===== src/rtl/mpsr_pkg.sv =====
package mpsr_pkg;
  localparam int DATA_W   = 32;
  localparam int ADDR_W   = 8;
  localparam int NUM_BAYS = 7;
  localparam int NUM_PORT = 2;
  localparam int LANE_W   = 8;
  localparam int EVT_W    = 8;

  localparam int EE_SEL  = 1;
  localparam int EE_CLK  = 3;
  localparam int EE_DIN  = 4;
  localparam int EE_DOUT = 6;

  localparam logic [ADDR_W-1:0] OFF_MGMT  = 8'h40;
  localparam logic [ADDR_W-1:0] OFF_ONES  = 8'h48;
  localparam logic [ADDR_W-1:0] OFF_PWR   = 8'h50;
  localparam logic [ADDR_W-1:0] OFF_CTRL  = 8'h58;
  localparam logic [ADDR_W-1:0] OFF_EE0   = 8'h60;
  localparam logic [ADDR_W-1:0] OFF_EE1   = 8'h68;
  localparam logic [ADDR_W-1:0] OFF_EVT   = 8'h70;
  localparam logic [ADDR_W-1:0] OFF_ERREN = 8'h78;

  localparam logic [DATA_W-1:0] MGMT_MASK = 32'h6666_6600;

  // port that carries a bay's EEPROM lines
  function automatic int bay_port(input int b);
    return (b == 2 || b == 5 || b == 6) ? 1 : 0;
  endfunction

  // lane inside that port
  function automatic int bay_lane(input int b);
    case (b)
      0:       return 0;
      1, 2:    return 1;
      4, 6:    return 2;
      default: return 3;
    endcase
  endfunction

  // low bit of a bay's power-good pair
  function automatic int bay_pwr_lo(input int b);
    case (b)
      0:       return 1;
      1:       return 9;
      2:       return 13;
      3:       return 25;
      4:       return 17;
      5:       return 29;
      default: return 21;
    endcase
  endfunction

  function automatic logic is_netio_off(input logic [ADDR_W-1:0] a);
    return (a >= 8'h10 && a <= 8'h13) || (a >= 8'h18 && a <= 8'h1a);
  endfunction
endpackage


===== src/rtl/mpsr_irq_latch.sv =====
module mpsr_irq_latch #(
  parameter int W = 1
) (
  input  logic         clk_i,
  input  logic         rst_ni,
  input  logic [W-1:0] evt_i,
  input  logic         clr_i,
  output logic         irq_o
);
  logic [W-1:0] evt_q;
  logic         rise;

  assign rise = |(evt_i & ~evt_q);

  always_ff @(posedge clk_i or negedge rst_ni) begin
    if (!rst_ni) begin
      evt_q <= '0;
      irq_o <= 1'b0;
    end else begin
      evt_q <= evt_i;
      if (rise)       irq_o <= 1'b1;  // event beats a same-cycle clear
      else if (clr_i) irq_o <= 1'b0;
    end
  end
endmodule


===== src/rtl/mpsr_evt_status.sv =====
module mpsr_evt_status #(
  parameter int W = 8
) (
  input  logic         clk_i,
  input  logic         rst_ni,
  input  logic [W-1:0] set_i,
  input  logic         w1c_i,
  input  logic [W-1:0] mask_i,
  output logic [W-1:0] status_o
);
  logic [W-1:0] clr;

  assign clr = w1c_i ? mask_i : '0;

  always_ff @(posedge clk_i or negedge rst_ni) begin
    if (!rst_ni) status_o <= '0;
    else         status_o <= (status_o & ~clr) | set_i;
  end
endmodule


===== src/rtl/mpsr_ee_ports.sv =====
module mpsr_ee_ports
  import mpsr_pkg::*;
(
  input  logic                             clk_i,
  input  logic                             rst_ni,
  input  logic [NUM_PORT-1:0]              wr_port_i,
  input  logic [DATA_W-1:0]                wdata_i,
  input  logic [NUM_BAYS-1:0]              dout_i,
  output logic [NUM_BAYS-1:0]              sel_o,
  output logic [NUM_BAYS-1:0]              clk_o,
  output logic [NUM_BAYS-1:0]              din_o,
  output logic [NUM_PORT-1:0][DATA_W-1:0]  rd_port_o
);
  localparam int NUM_LANE = DATA_W / LANE_W;

  for (genvar b = 0; b < NUM_BAYS; b++) begin : g_bay
    localparam int P    = bay_port(b);
    localparam int BASE = bay_lane(b) * LANE_W;

    always_ff @(posedge clk_i or negedge rst_ni) begin
      if (!rst_ni) begin
        sel_o[b] <= 1'b0;
        clk_o[b] <= 1'b0;
        din_o[b] <= 1'b0;
      end else if (wr_port_i[P]) begin
        sel_o[b] <= wdata_i[BASE+EE_SEL];
        clk_o[b] <= wdata_i[BASE+EE_CLK];
        din_o[b] <= wdata_i[BASE+EE_DIN];
      end
    end
  end

  always_comb begin
    rd_port_o = '0;
    for (int b = 0; b < NUM_BAYS; b++) begin
      rd_port_o[bay_port(b)][bay_lane(b)*LANE_W+EE_SEL]  = sel_o[b];
      rd_port_o[bay_port(b)][bay_lane(b)*LANE_W+EE_CLK]  = clk_o[b];
      rd_port_o[bay_port(b)][bay_lane(b)*LANE_W+EE_DIN]  = din_o[b];
      rd_port_o[bay_port(b)][bay_lane(b)*LANE_W+EE_DOUT] = dout_i[b];
    end
  end

  // bits outside the driven lane positions are dropped
  logic [DATA_W-1:0] used_mask;
  logic              unused_wdata;
  always_comb begin
    used_mask = '0;
    for (int l = 0; l < NUM_LANE; l++) begin
      used_mask[l*LANE_W+EE_SEL] = 1'b1;
      used_mask[l*LANE_W+EE_CLK] = 1'b1;
      used_mask[l*LANE_W+EE_DIN] = 1'b1;
    end
  end
  assign unused_wdata = ^(wdata_i & ~used_mask);
endmodule


===== src/rtl/midplane_slot_regs.sv =====
module midplane_slot_regs
  import mpsr_pkg::*;
(
  input  logic                clk_i,
  input  logic                rst_ni,
  input  logic [ADDR_W-1:0]   addr_i,
  input  logic                wr_en_i,
  input  logic                rd_en_i,
  input  logic [DATA_W-1:0]   wdata_i,
  output logic [DATA_W-1:0]   rdata_o,
  input  logic [NUM_BAYS-1:1] card_present_i,
  input  logic [NUM_BAYS-1:1] oir_evt_i,
  input  logic                sram_err_i,
  input  logic                netio_evt_i,
  input  logic                pa_mgmt_evt_i,
  input  logic [NUM_BAYS-1:0] ee_dout_i,
  output logic                netio_irq_o,
  output logic                pa_irq_o,
  output logic                oir_irq_o,
  output logic [DATA_W-1:0]   ctrl_o,
  output logic [NUM_BAYS-1:0] ee_sel_o,
  output logic [NUM_BAYS-1:0] ee_clk_o,
  output logic [NUM_BAYS-1:0] ee_din_o
);
  logic                            acc;
  logic                            mgmt_clr, netio_clr, evt_acc, evt_w1c;
  logic [NUM_PORT-1:0]             ee_wr;
  logic [NUM_PORT-1:0][DATA_W-1:0] ee_rd;
  logic [DATA_W-1:0]               pwr_word;
  logic [EVT_W-1:0]                evt_set, evt_status;
  logic [DATA_W-1:0]               rd_mux;

  assign acc       = rd_en_i | wr_en_i;
  assign mgmt_clr  = acc && (addr_i == OFF_MGMT);
  assign netio_clr = rd_en_i && is_netio_off(addr_i);
  assign evt_acc   = acc && (addr_i == OFF_EVT);
  assign evt_w1c   = wr_en_i && (addr_i == OFF_EVT);
  assign ee_wr[0]  = wr_en_i && (addr_i == OFF_EE0);
  assign ee_wr[1]  = wr_en_i && (addr_i == OFF_EE1);

  // power-good word: bay 0 always powered
  always_comb begin
    pwr_word = '0;
    for (int b = 0; b < NUM_BAYS; b++) begin
      if (b == 0 || card_present_i[b]) begin
        pwr_word[bay_pwr_lo(b)]   = 1'b1;
        pwr_word[bay_pwr_lo(b)+1] = 1'b1;
      end
    end
  end

  assign evt_set = {sram_err_i, oir_evt_i, 1'b0};

  mpsr_evt_status #(.W(EVT_W)) u_evt (
    .clk_i   (clk_i),
    .rst_ni  (rst_ni),
    .set_i   (evt_set),
    .w1c_i   (evt_w1c),
    .mask_i  (wdata_i[EVT_W-1:0]),
    .status_o(evt_status)
  );

  mpsr_irq_latch #(.W(1)) u_irq_netio (
    .clk_i (clk_i),
    .rst_ni(rst_ni),
    .evt_i (netio_evt_i),
    .clr_i (netio_clr),
    .irq_o (netio_irq_o)
  );

  mpsr_irq_latch #(.W(1)) u_irq_mgmt (
    .clk_i (clk_i),
    .rst_ni(rst_ni),
    .evt_i (pa_mgmt_evt_i),
    .clr_i (mgmt_clr),
    .irq_o (pa_irq_o)
  );

  mpsr_irq_latch #(.W(EVT_W)) u_irq_oir (
    .clk_i (clk_i),
    .rst_ni(rst_ni),
    .evt_i (evt_set),
    .clr_i (evt_acc),
    .irq_o (oir_irq_o)
  );

  mpsr_ee_ports u_ee (
    .clk_i    (clk_i),
    .rst_ni   (rst_ni),
    .wr_port_i(ee_wr),
    .wdata_i  (wdata_i),
    .dout_i   (ee_dout_i),
    .sel_o    (ee_sel_o),
    .clk_o    (ee_clk_o),
    .din_o    (ee_din_o),
    .rd_port_o(ee_rd)
  );

  always_ff @(posedge clk_i or negedge rst_ni) begin
    if (!rst_ni)                                   ctrl_o <= '0;
    else if (wr_en_i && (addr_i == OFF_CTRL))      ctrl_o <= wdata_i;
  end

  always_comb begin
    if (is_netio_off(addr_i)) begin
      rd_mux = '1;
    end else begin
      case (addr_i)
        OFF_MGMT: rd_mux = pwr_word & MGMT_MASK;
        OFF_ONES: rd_mux = '1;
        OFF_PWR:  rd_mux = pwr_word;
        OFF_CTRL: rd_mux = ctrl_o;
        OFF_EE0:  rd_mux = ee_rd[0];
        OFF_EE1:  rd_mux = ee_rd[1];
        OFF_EVT:  rd_mux = {{(DATA_W-EVT_W){1'b0}}, evt_status};
        default:  rd_mux = '0;
      endcase
    end
  end

  always_ff @(posedge clk_i or negedge rst_ni) begin
    if (!rst_ni)      rdata_o <= '0;
    else if (rd_en_i) rdata_o <= rd_mux;
    else              rdata_o <= '0;
  end
endmodule


===== config.mk =====
export PLATFORM = sky130hd
export DESIGN_NAME = midplane_slot_regs
export DESIGN_NICKNAME = d
export VERILOG_FILES = /design/src/rtl/mpsr_pkg.sv /design/src/rtl/mpsr_irq_latch.sv /design/src/rtl/mpsr_evt_status.sv /design/src/rtl/mpsr_ee_ports.sv /design/src/rtl/midplane_slot_regs.sv
export SDC_FILE = /design/constraint.sdc
export NUM_CORES = 1
export LEC_CHECK = 0
export BUFFER_PORTS_ARGS = -buffer_cell sky130_fd_sc_hd__buf_2
export CAP_MARGIN = 10
export CORE_AREA = 2 2 101 103
export DETAILED_ROUTE_END_ITERATION = 12
export DIE_AREA = 0 0 103 105
export GPL_TIMING_DRIVEN = 0
export HOLD_SLACK_MARGIN = 0.02
export PLACE_DENSITY = 0.84
export SLEW_MARGIN = 20
export SYNTH_ARGS = -nofsm -noshare
export SYNTH_HDL_FRONTEND = slang
export SYNTH_HIERARCHICAL = 1
export SYNTH_SLANG_ARGS = --single-unit

===== constraint.sdc =====
create_clock -name clk_i -period 1.6 [get_ports clk_i]
set_input_delay 0.16 -clock clk_i [delete_from_list [all_inputs] [get_ports clk_i]]
set_output_delay 0.16 -clock clk_i [all_outputs]
set_load 0.005 [all_outputs]

# == After elaboration in Yosys (flattened, before gate mapping) ==
# Cells that the tools add are included.
# totals
register_bits,105
in_bits,66
out_inout_bits,88
elab_cells,164
# classes
n_addsub,6
n_lt_le_gt_ge,28
n_eq_ne,7
mux,46
bitwise_logic,21
n_reduce_logical,26
# op_table
operator,n
32-bit 2-to-1 mux,14
32-bit by 1-bit >= comparator with 1-bit output (second input constant),12
32-bit by 7-bit less-than comparator with 1-bit output (second input constant),12
32-bit OR,11
32-bit one-hot mux with 7 select lines,1
32-bit by 2-bit adder with 32-bit output (second input constant),6
1-bit demux with 5-bit select,12
8-bit by 7-bit equality test with 1-bit output (second input constant),7
1-bit logical AND,21
1-bit 2-to-1 mux,18
8-bit bitwise AND,2
8-bit by 5-bit >= comparator with 1-bit output (second input constant),2
8-bit by 5-bit less-or-equal comparator with 1-bit output (second input constant),2
8-bit inverter,2
8-bit 2-to-1 mux,1
8-bit OR,1
8-bit OR reduction,1
2-bit nonzero test,3
1-bit bitwise AND,2
1-bit inverter,2
1-bit logical OR,1
1-bit OR,1

# == Longest topological paths before layout ==
# Gate-level depths: netlist (run 1).
# logic_depth
depth_word,26
ltp_mapped,7

# == By module ==
# The synthesis (run 1) kept the hierarchy.
# modules_own_cells
mod,instances,cells_per_inst,area_per_inst_um2
midplane_slot_regs,1,307,3387.0
mpsr_ee_ports,1,109,1306.3
mpsr_irq_latch (u_irq_oir),1,22,304.0
mpsr_evt_status,1,25,297.8
mpsr_irq_latch (u_irq_mgmt ...),2,5,70.1

# == Least setup slack after synthesis (run 1) ==
# OpenSTA, ideal clock, no wires.
# synth_timing
kind,in2reg
startpoint,in addr_i[1]
endpoint,reg u_ee.clk_o[1]
setup_time_ns,0.125
t_arrival_ns,1.550
t_required_ns,1.475
path_slack_ns,-0.075
path_stages,4
n_path_buf,1
cell_sequence,or4_1 nor3_1 buf_6 mux2_4
# synth_via
elab_chain_cells,2
# synth_lines
item,line,source
from (decl),midplane_slot_regs.sv:6,"input logic [ADDR_W-1:0] addr_i,"
8-bit by 7-bit equality test with 1-bit output,midplane_slot_regs.sv:38,assign ee_wr[0] = wr_en_i && (addr_i == OFF_EE0);
1-bit logical AND,midplane_slot_regs.sv:38,
named net ee_wr[0],midplane_slot_regs.sv:27,logic [NUM_PORT-1:0] ee_wr;
"to (signal, indexed assignment)",mpsr_ee_ports.sv:27,clk_o[b] <= wdata_i[BASE+EE_CLK];
to (decl),mpsr_ee_ports.sv:10,"output logic [NUM_BAYS-1:0] clk_o,"
# The timed path passes the listed nets, and every way through them passes these cells.
# A chain may end at the register's enable or synchronous reset.

# == Worst setup path in the final report (run 1) ==
# Same ends and word-level chain as after synthesis.

==> summary.txt, run 1 <==
Initial antenna violation count: 0
Final instance area: 7050 sq um
Fill cell total of the finished layout: 703
Synth warnings: 6
CTS Sinks: 106
Initial drt markers: 181
Std-Cell Rows: 36
Share of cells above drive strength 1: 41.2%
Worst path arrival time: 1.82 ns
TritonCTS clock tree: done
Fin crit share: 98.3%
H-tree depth: 3
CP cell instances: buf_2 > or4_1 > nor3_4 > buf_6 > mux2_4
Antenna-violating nets left: 0
Antenna diodes: 0
Largest net degree at the start of global routing: 64
Worst Setup End Kind: flop
Critical path class: primary input to flop
F_max: 636 MHz
Dpl cell area: 6520 sq um
Gate Count Post-Synth: 473
CP peak stage delay: 0.65 ns
Most common flop cell mapped by yosys: dfrtp_1
Placer Congestion: 0.908
End of the critical path: u_ee/clk_o[1]
CP top delay family: simple AND/OR/NAND/NOR gates
Final hold vios: 0
Hold path start: wdata_i[0]
Lkg Pwr: 3.72 nW
Status: finished, final reports clean
Post-synthesis area per instance: 11.5 sq um
Drt wl/cell: 17.7 um
Reg2Reg Capture Point: rdata_o[19]
Share of synthesized registers carrying an async set or reset: 100%
Clock-pin slew on the worst setup and hold paths: 0.09 ns
Gr usage total: 28.5%
Synth unique cells: 53
Worst Reg-to-Reg Cells: 5
Buffers & Inverters on Critical Path: 2
Fin Clk Skew: 0.00698 ns
Synth-to-Final Area Change: 29.7%
Multi-input combinational cell area: 2280 sq um
Die X: 103 um
R2r setup slk: 0.37 ns
Power Total: 5.13 mW
DRC viols: 0
Crit path depth: 5
Min cycle time layout: 1.57 ns
First-pass GRT wire length: 23600 um
Unrepaired setup endpoints after global routing: no
Worst-Skew Late Latency: 0.36 ns
# IOs: 154
CTS buffer count: 9
Die Ht: 105 um
Max Cap Viol: 0
Seq/Total Area, Yosys: 48.8%
Vias: 4450
HP Class: primary input to flop
Register area: 2650 sq um
Post-synth EDFFs: 0
Vias in the first global route: 4698
Reg-to-Reg Start: u_ee/clk_o[6]
Final Setup Violations: 0
Power per cell area: 727 nW/um^2
Crit Path Max Fanout: 10
Post-Synthesis Cell Area: 5440 sq um
Initial core utilization: 56.4%
Drt pass-1 iters: 4
Worst slew margin: 65.7%
Core area: 9640 sq um
Fin nets: 763
Total global routing overflow: 0
Clock buffer depth: 2
Vias per inst: 5.34
Fin. max-slew vios: 0
Max VDD drop: 500 uV
Die ar.: 10800 sq um
CP startpoint kind: primary input
WL final: 14700 um
Root Driver: clkbuf_8
Hpwl dp: 10500 um
Crit path from: addr_i[1]
# port buffers: 146
Worst path required time: 1.85 ns
#FFs+latches synth: 106
Actual slew at the worst max-slew pin: 0.514 ns
Worst path slowest cell: or4_1
## logic make-up (layout without fill, tap and decap cells)
group | after synthesis | after routing | share of synthesized area (%)
and+or+nand+nor | 81 | 81 | 9.25
DFF | 106 | 106 | 48.8
other | 2 | 39 | 0.138
muxes | 69 | 69 | 14.7
buffers and inverters | 108 | 299 | 12.8
AOI/OAI and AO/OA | 107 | 107 | 14.2
## cell usage in the layout, fill, tap and decap left out, types with 5 or more instances in the layout
cell and instances:
mux2i_1 12, buf_4 68, a211oi_1 10, mux2_2 17, dlygate4sd3_1 27, mux2_1 30, mux2_4 10, nand2_1 9
o21ai_1 14, o21ai_0 20, nand2b_1 23, clkbuf_2 8, a21o_1 8, buf_2 149, clkbuf_8 13, a221oi_1 11
a21oi_1 8, dfrtp_1 106, nor2b_1 11, buf_6 5, nand3_1 5, a2111oi_0 6, clkbuf_1 9, inv_1 14
conb_1 39, a22o_1 9, a2bb2oi_1 8
## area by class of cell
type | count | share of cell area, %
sequential | 106 | 37.6
buffer | 94 | 9.42
timing repair buffer | 176 | 14.9
clock buffer | 14 | 2.59
clock inverter | 1 | 0.106
tap | 133 | 2.36
multi-input combinational | 296 | 32.3
inverter | 14 | 0.745
## synth_stat cells (3+ instances only)
| library cell | number | area, sq um |
|---|---|---|
| a211oi_1 | 10 | 75.1 |
| buf_6 | 5 | 56.3 |
| a2111oi_0 | 6 | 52.6 |
| buf_2 | 6 | 30.0 |
| clkbuf_1 | 15 | 56.3 |
| a2bb2oi_1 | 8 | 70.1 |
| inv_1 | 14 | 52.6 |
| a222oi_1 | 3 | 30.0 |
| nand2b_1 | 23 | 144 |
| nor3_1 | 5 | 25.0 |
| mux2_2 | 17 | 191 |
| nor2b_1 | 11 | 68.8 |
| a21oi_1 | 8 | 40.0 |
| nand2_1 | 9 | 33.8 |
| nand3b_1 | 3 | 22.5 |
| dfrtp_1 | 106 | 2650 |
| a221oi_1 | 11 | 96.3 |
| mux2i_1 | 12 | 120 |
| buf_4 | 66 | 495 |
| nand3_1 | 5 | 25.0 |
| nor2_1 | 4 | 15.0 |
| mux2_1 | 30 | 338 |
| o21ai_1 | 14 | 70.1 |
| mux2_4 | 10 | 150 |
| a21o_1 | 8 | 60.1 |
| a22o_1 | 9 | 78.8 |
| o21ai_0 | 20 | 100 |
## metrics by stage
step | TNS, ns | std cells | hold slack, ns | setup WS [ns] | utilization (%)
3_3_place_gp | -101.05 | 789 | 0.283 | -0.691 | 67.2
2_1_floorplan | 0 | 510 | -0.136 | 0.00959 | -
5_1_grt | 0 | 834 | 0.0232 | 0.00673 | 73.2
4_1_cts | -0.0233 | 832 | 0.0204 | -0.0233 | 72.7
6_report | 0 | 834 | 0.0305 | 0.0265 | 73.2
3_5_place_dp | -31.58 | 790 | 0.107 | -0.533 | 67.6
## report_power, final
group	total [mW]	switching [mW]	internal, mW
Combinational	0.711	0.329	0.382
Clock	1.59	0.863	0.731
Sequential	2.82	0.0611	2.76
## timing repair
| item | 4_1_cts | 5_1_grt |
|---|---|---|
| pin swaps | 0 | 1 |
| hold buffers | 27 | 0 |
| gates resized for setup | 5 | 21 |
| buffers inserted | 0 | 2 |
| endpoints found under the hold margin | 75 | 0 |
| endpoints found under the setup margin | 45 | 73 |
## per-layer routing
metal / wire length (um) / vias to the layer above / global-route usage, %
met5: 0 / - / 0
met4: 448 / 0 / 10.8
met3: 1120 / 41 / 7.22
met2: 7240 / 210 / 47.0
met1: 5920 / 2161 / 35.5
li1: - / 2038 / -
## sequential cells by signal, summed over array words and instances (netlist names)
| signal | cells |
|---|---|
| u_ee/clk_o | 7 |
| u_irq_oir/irq_o | 1 |
| u_irq_mgmt/irq_o | 1 |
| rdata_o | 32 |
| u_irq_mgmt/evt_q | 1 |
| u_irq_netio/evt_q | 1 |
| u_irq_netio/irq_o | 1 |
| u_ee/din_o | 7 |
| u_evt/status_o | 8 |
| u_ee/rd_port_o | 7 |
| ctrl_o | 32 |
| u_irq_oir/evt_q | 8 |
## worst min-delay path by stage
stage / depth (start not counted) / endpoint
6_report: 2 / ctrl_o[0]
5_1_grt: 2 / ctrl_o[5]
4_1_cts: 2 / ctrl_o[5]
3_5_place_dp: 1 / u_irq_oir/evt_q[6]
3_3_place_gp: 1 / u_irq_netio/evt_q
2_1_floorplan: 0 / ctrl_o[0]
Power figures use the tool's default switching activity.
==> inputs of run 2 (changes only) <==
==> constraint.sdc (replaced) <==
create_clock -name clk_i -period 1.6 [get_ports clk_i]
set_input_delay 0.08 -clock clk_i [delete_from_list [all_inputs] [get_ports clk_i]]
set_output_delay 0.08 -clock clk_i [all_outputs]
set_load 0.005 [all_outputs]
==> summary.txt, run 2 (synthesized netlist as in run 1, its figures left out) <==
Routed length on met3: 944 um (-15%)
Std-Cell Rows: 36 (unchanged)
Worst path arrival time: 1.78 ns (-0.04 ns)
Layout Cells excl Fill: 850 (+1.9%)
# IOs: 154 (unchanged)
Gr usage total: 29.0% (+0.50 points)
Buffers & Inverters on Critical Path: 3 (+1)
Antenna-violating nets left: 0 (unchanged)
Power per cell area: 760 nW/um^2 (+4.5%)
CTS Sinks: 106 (unchanged)
# port buffers: 146 (unchanged)
Reg-to-Reg Start: u_ee/clk_o[6]
Most frequent cells in the layout: buf_2 (151), dfrtp_1 (106), buf_4 (66), dlygate4sd3_1 (44), conb_1 (39)
Largest net degree at the start of global routing: 66 (+3.1%)
Clock-pin slew on the worst setup and hold paths: 0.10 ns (about the same)
Clock buffer depth: 2 (unchanged)
WL final: 15300 um (+3.9%)
Final Setup Violations: 0 (unchanged)
HP Class: primary input to flop
Setup TNS Final: 0 ns (unchanged)
Share of cells above drive strength 1: 39.3% (-1.9 points)
CP startpoint kind: primary input
Worst Setup End Kind: flop
Initial antenna violation count: 0 (unchanged)
Fin Clk Skew: 0.00566 ns (-0.00131 ns)
Hpwl dp: 10600 um (+0.88%)
H-tree depth: 3 (unchanged)
CTS buffer count: 9 (unchanged)
Crit Path Max Fanout: 10 (unchanged)
TritonCTS clock tree: done
Worst-Skew Late Latency: 0.38 ns (+0.02 ns)
Max VDD drop: 537 uV (+7.4%)
Min cycle time layout: 1.53 ns (-0.0413 ns)
Drt pass-1 iters: 6 (+2)
Status: finished, final reports clean
Fin. max-slew vios: 0 (unchanged)
Drt wl/cell: 18.0 um (+1.9%)
Synth-to-Final Area Change: 32.8%
Placer Congestion: 0.860 (-5.3%)
Commonest non-fill, non-tap cell in the layout: buf_2
Crit path from: addr_i[5]
CP cell instances: buf_2 > clkbuf_2 > or3b_1 > clkbuf_1 > nor4_1 > o22ai_2
Lkg Pwr: 3.78 nW (+1.7%)
Root Driver: clkbuf_8
Initial core utilization: 56.4% (unchanged)
Actual slew at the worst max-slew pin: 0.617 ns (+0.102 ns)
F_max: 653 MHz (+2.7%)
Worst slew margin: 58.5% (-7.2 points)
DRC viols: 0 (unchanged)
Die X: 103 um (unchanged)
Max Cap Viol: 0 (unchanged)
Final hold vios: 0 (unchanged)
WL met1: 6230 um (+5.1%)
Top flop regs: ctrl_o: 32 flops, rdata_o: 32 flops
Vias: 4594 (+3.2%)
Die ar.: 10800 sq um (unchanged)
Antenna diodes: 0 (unchanged)
Top routing layer in use: met4
First-pass GRT wire length: 23700 um (+0.67%)
Vias in the first global route: 4764 (+1.4%)
Fill cell total of the finished layout: 696 (-1.0%)
Fin nets: 778 (+2.0%)
Critical path class: primary input to flop
CP peak stage delay: 0.56 ns (-0.09 ns)
Die Ht: 105 um (unchanged)
CP top delay family: simple AND/OR/NAND/NOR gates
Hold path start: ee_dout_i[6]
Core area: 9640 sq um (unchanged)
Vias per inst: 5.40 (+1.3%)
Fin crit share: 95.8% (-2.6 points)
Worst path required time: 1.85 ns (about the same)
Placed cell count: 790 (unchanged)
Initial drt markers: 278 (+54%)
Total global routing overflow: 0 (unchanged)
Worst path slowest cell: nor4_1
Met2 WL: 7550 um (+4.2%)
run 2: layout make-up:
type	count	area [sq um]	share of cell area, %
well taps	133	166	2.31
flip-flops and latches	106	2650	36.7
clock inverters	4	72.6	1.01
repair buffers	191	1200	16.7
plain buffers	94	651	9.01
multi-input cells	296	2250	31.2
clock buffers	12	165	2.29
inverters	14	52.6	0.728
run 2: metal layers:
layer	up-vias	global-route usage [%]
met1	2223	36.3
met3	52	3.88
met4	0	14.0
li1	2073	-
met2	246	48.6
met5	-	0
run 2: final timing paths:
kind,endpoint,slack [ns],depth (start not counted)
max,u_irq_mgmt/irq_o,0.07,6
min in group asynchronous,ctrl_o[18],0.17,2
min,rdata_o[22],0.11,4
min reg2reg,u_irq_netio/irq_o,0.45,1
max in group asynchronous,ctrl_o[2],0.79,3
max reg2reg,rdata_o[19],0.20,5
run 2: worst min-delay path, cell delays in order:
cell and delay, ns:
buf_4 0.08, a22o_1 0.11, a221oi_1 0.07, o21ai_1 0.11
run 2: through the flow:
stage | util [%] | total power, mW | cell area [sq um] | hold WS (ns) | worst slack [ns]
2_1_floorplan | - | 3.21 | 5570 | -0.216 | 0.00476
5_1_grt | 74.9 | 5.67 | 7220 | 0.142 | -0.0110
4_1_cts | 74.7 | 5.48 | 7200 | 0.104 | 0.0314
3_3_place_gp | 67.1 | 3.48 | 6470 | 0.205 | -0.610
3_5_place_dp | 67.5 | 3.51 | 6500 | 0.0207 | -0.617
6_report | 74.9 | 5.49 | 7220 | 0.114 | 0.0677
run 2: report_power, final:
| part | switching (mW) | internal, mW |
|---|---|---|
| logic | 0.339 | 0.407 |
| registers | 0.0615 | 2.76 |
| clock network | 0.908 | 1.01 |
| total | 1.31 | 4.18 |
run 2: timing repair:
item                                    CTS  global route
gates resized for setup                   3            11
hold endpoints to repair                150             0
endpoints found under the setup margin   11            64
buffers inserted                          0             0
hold buffers                             44             0
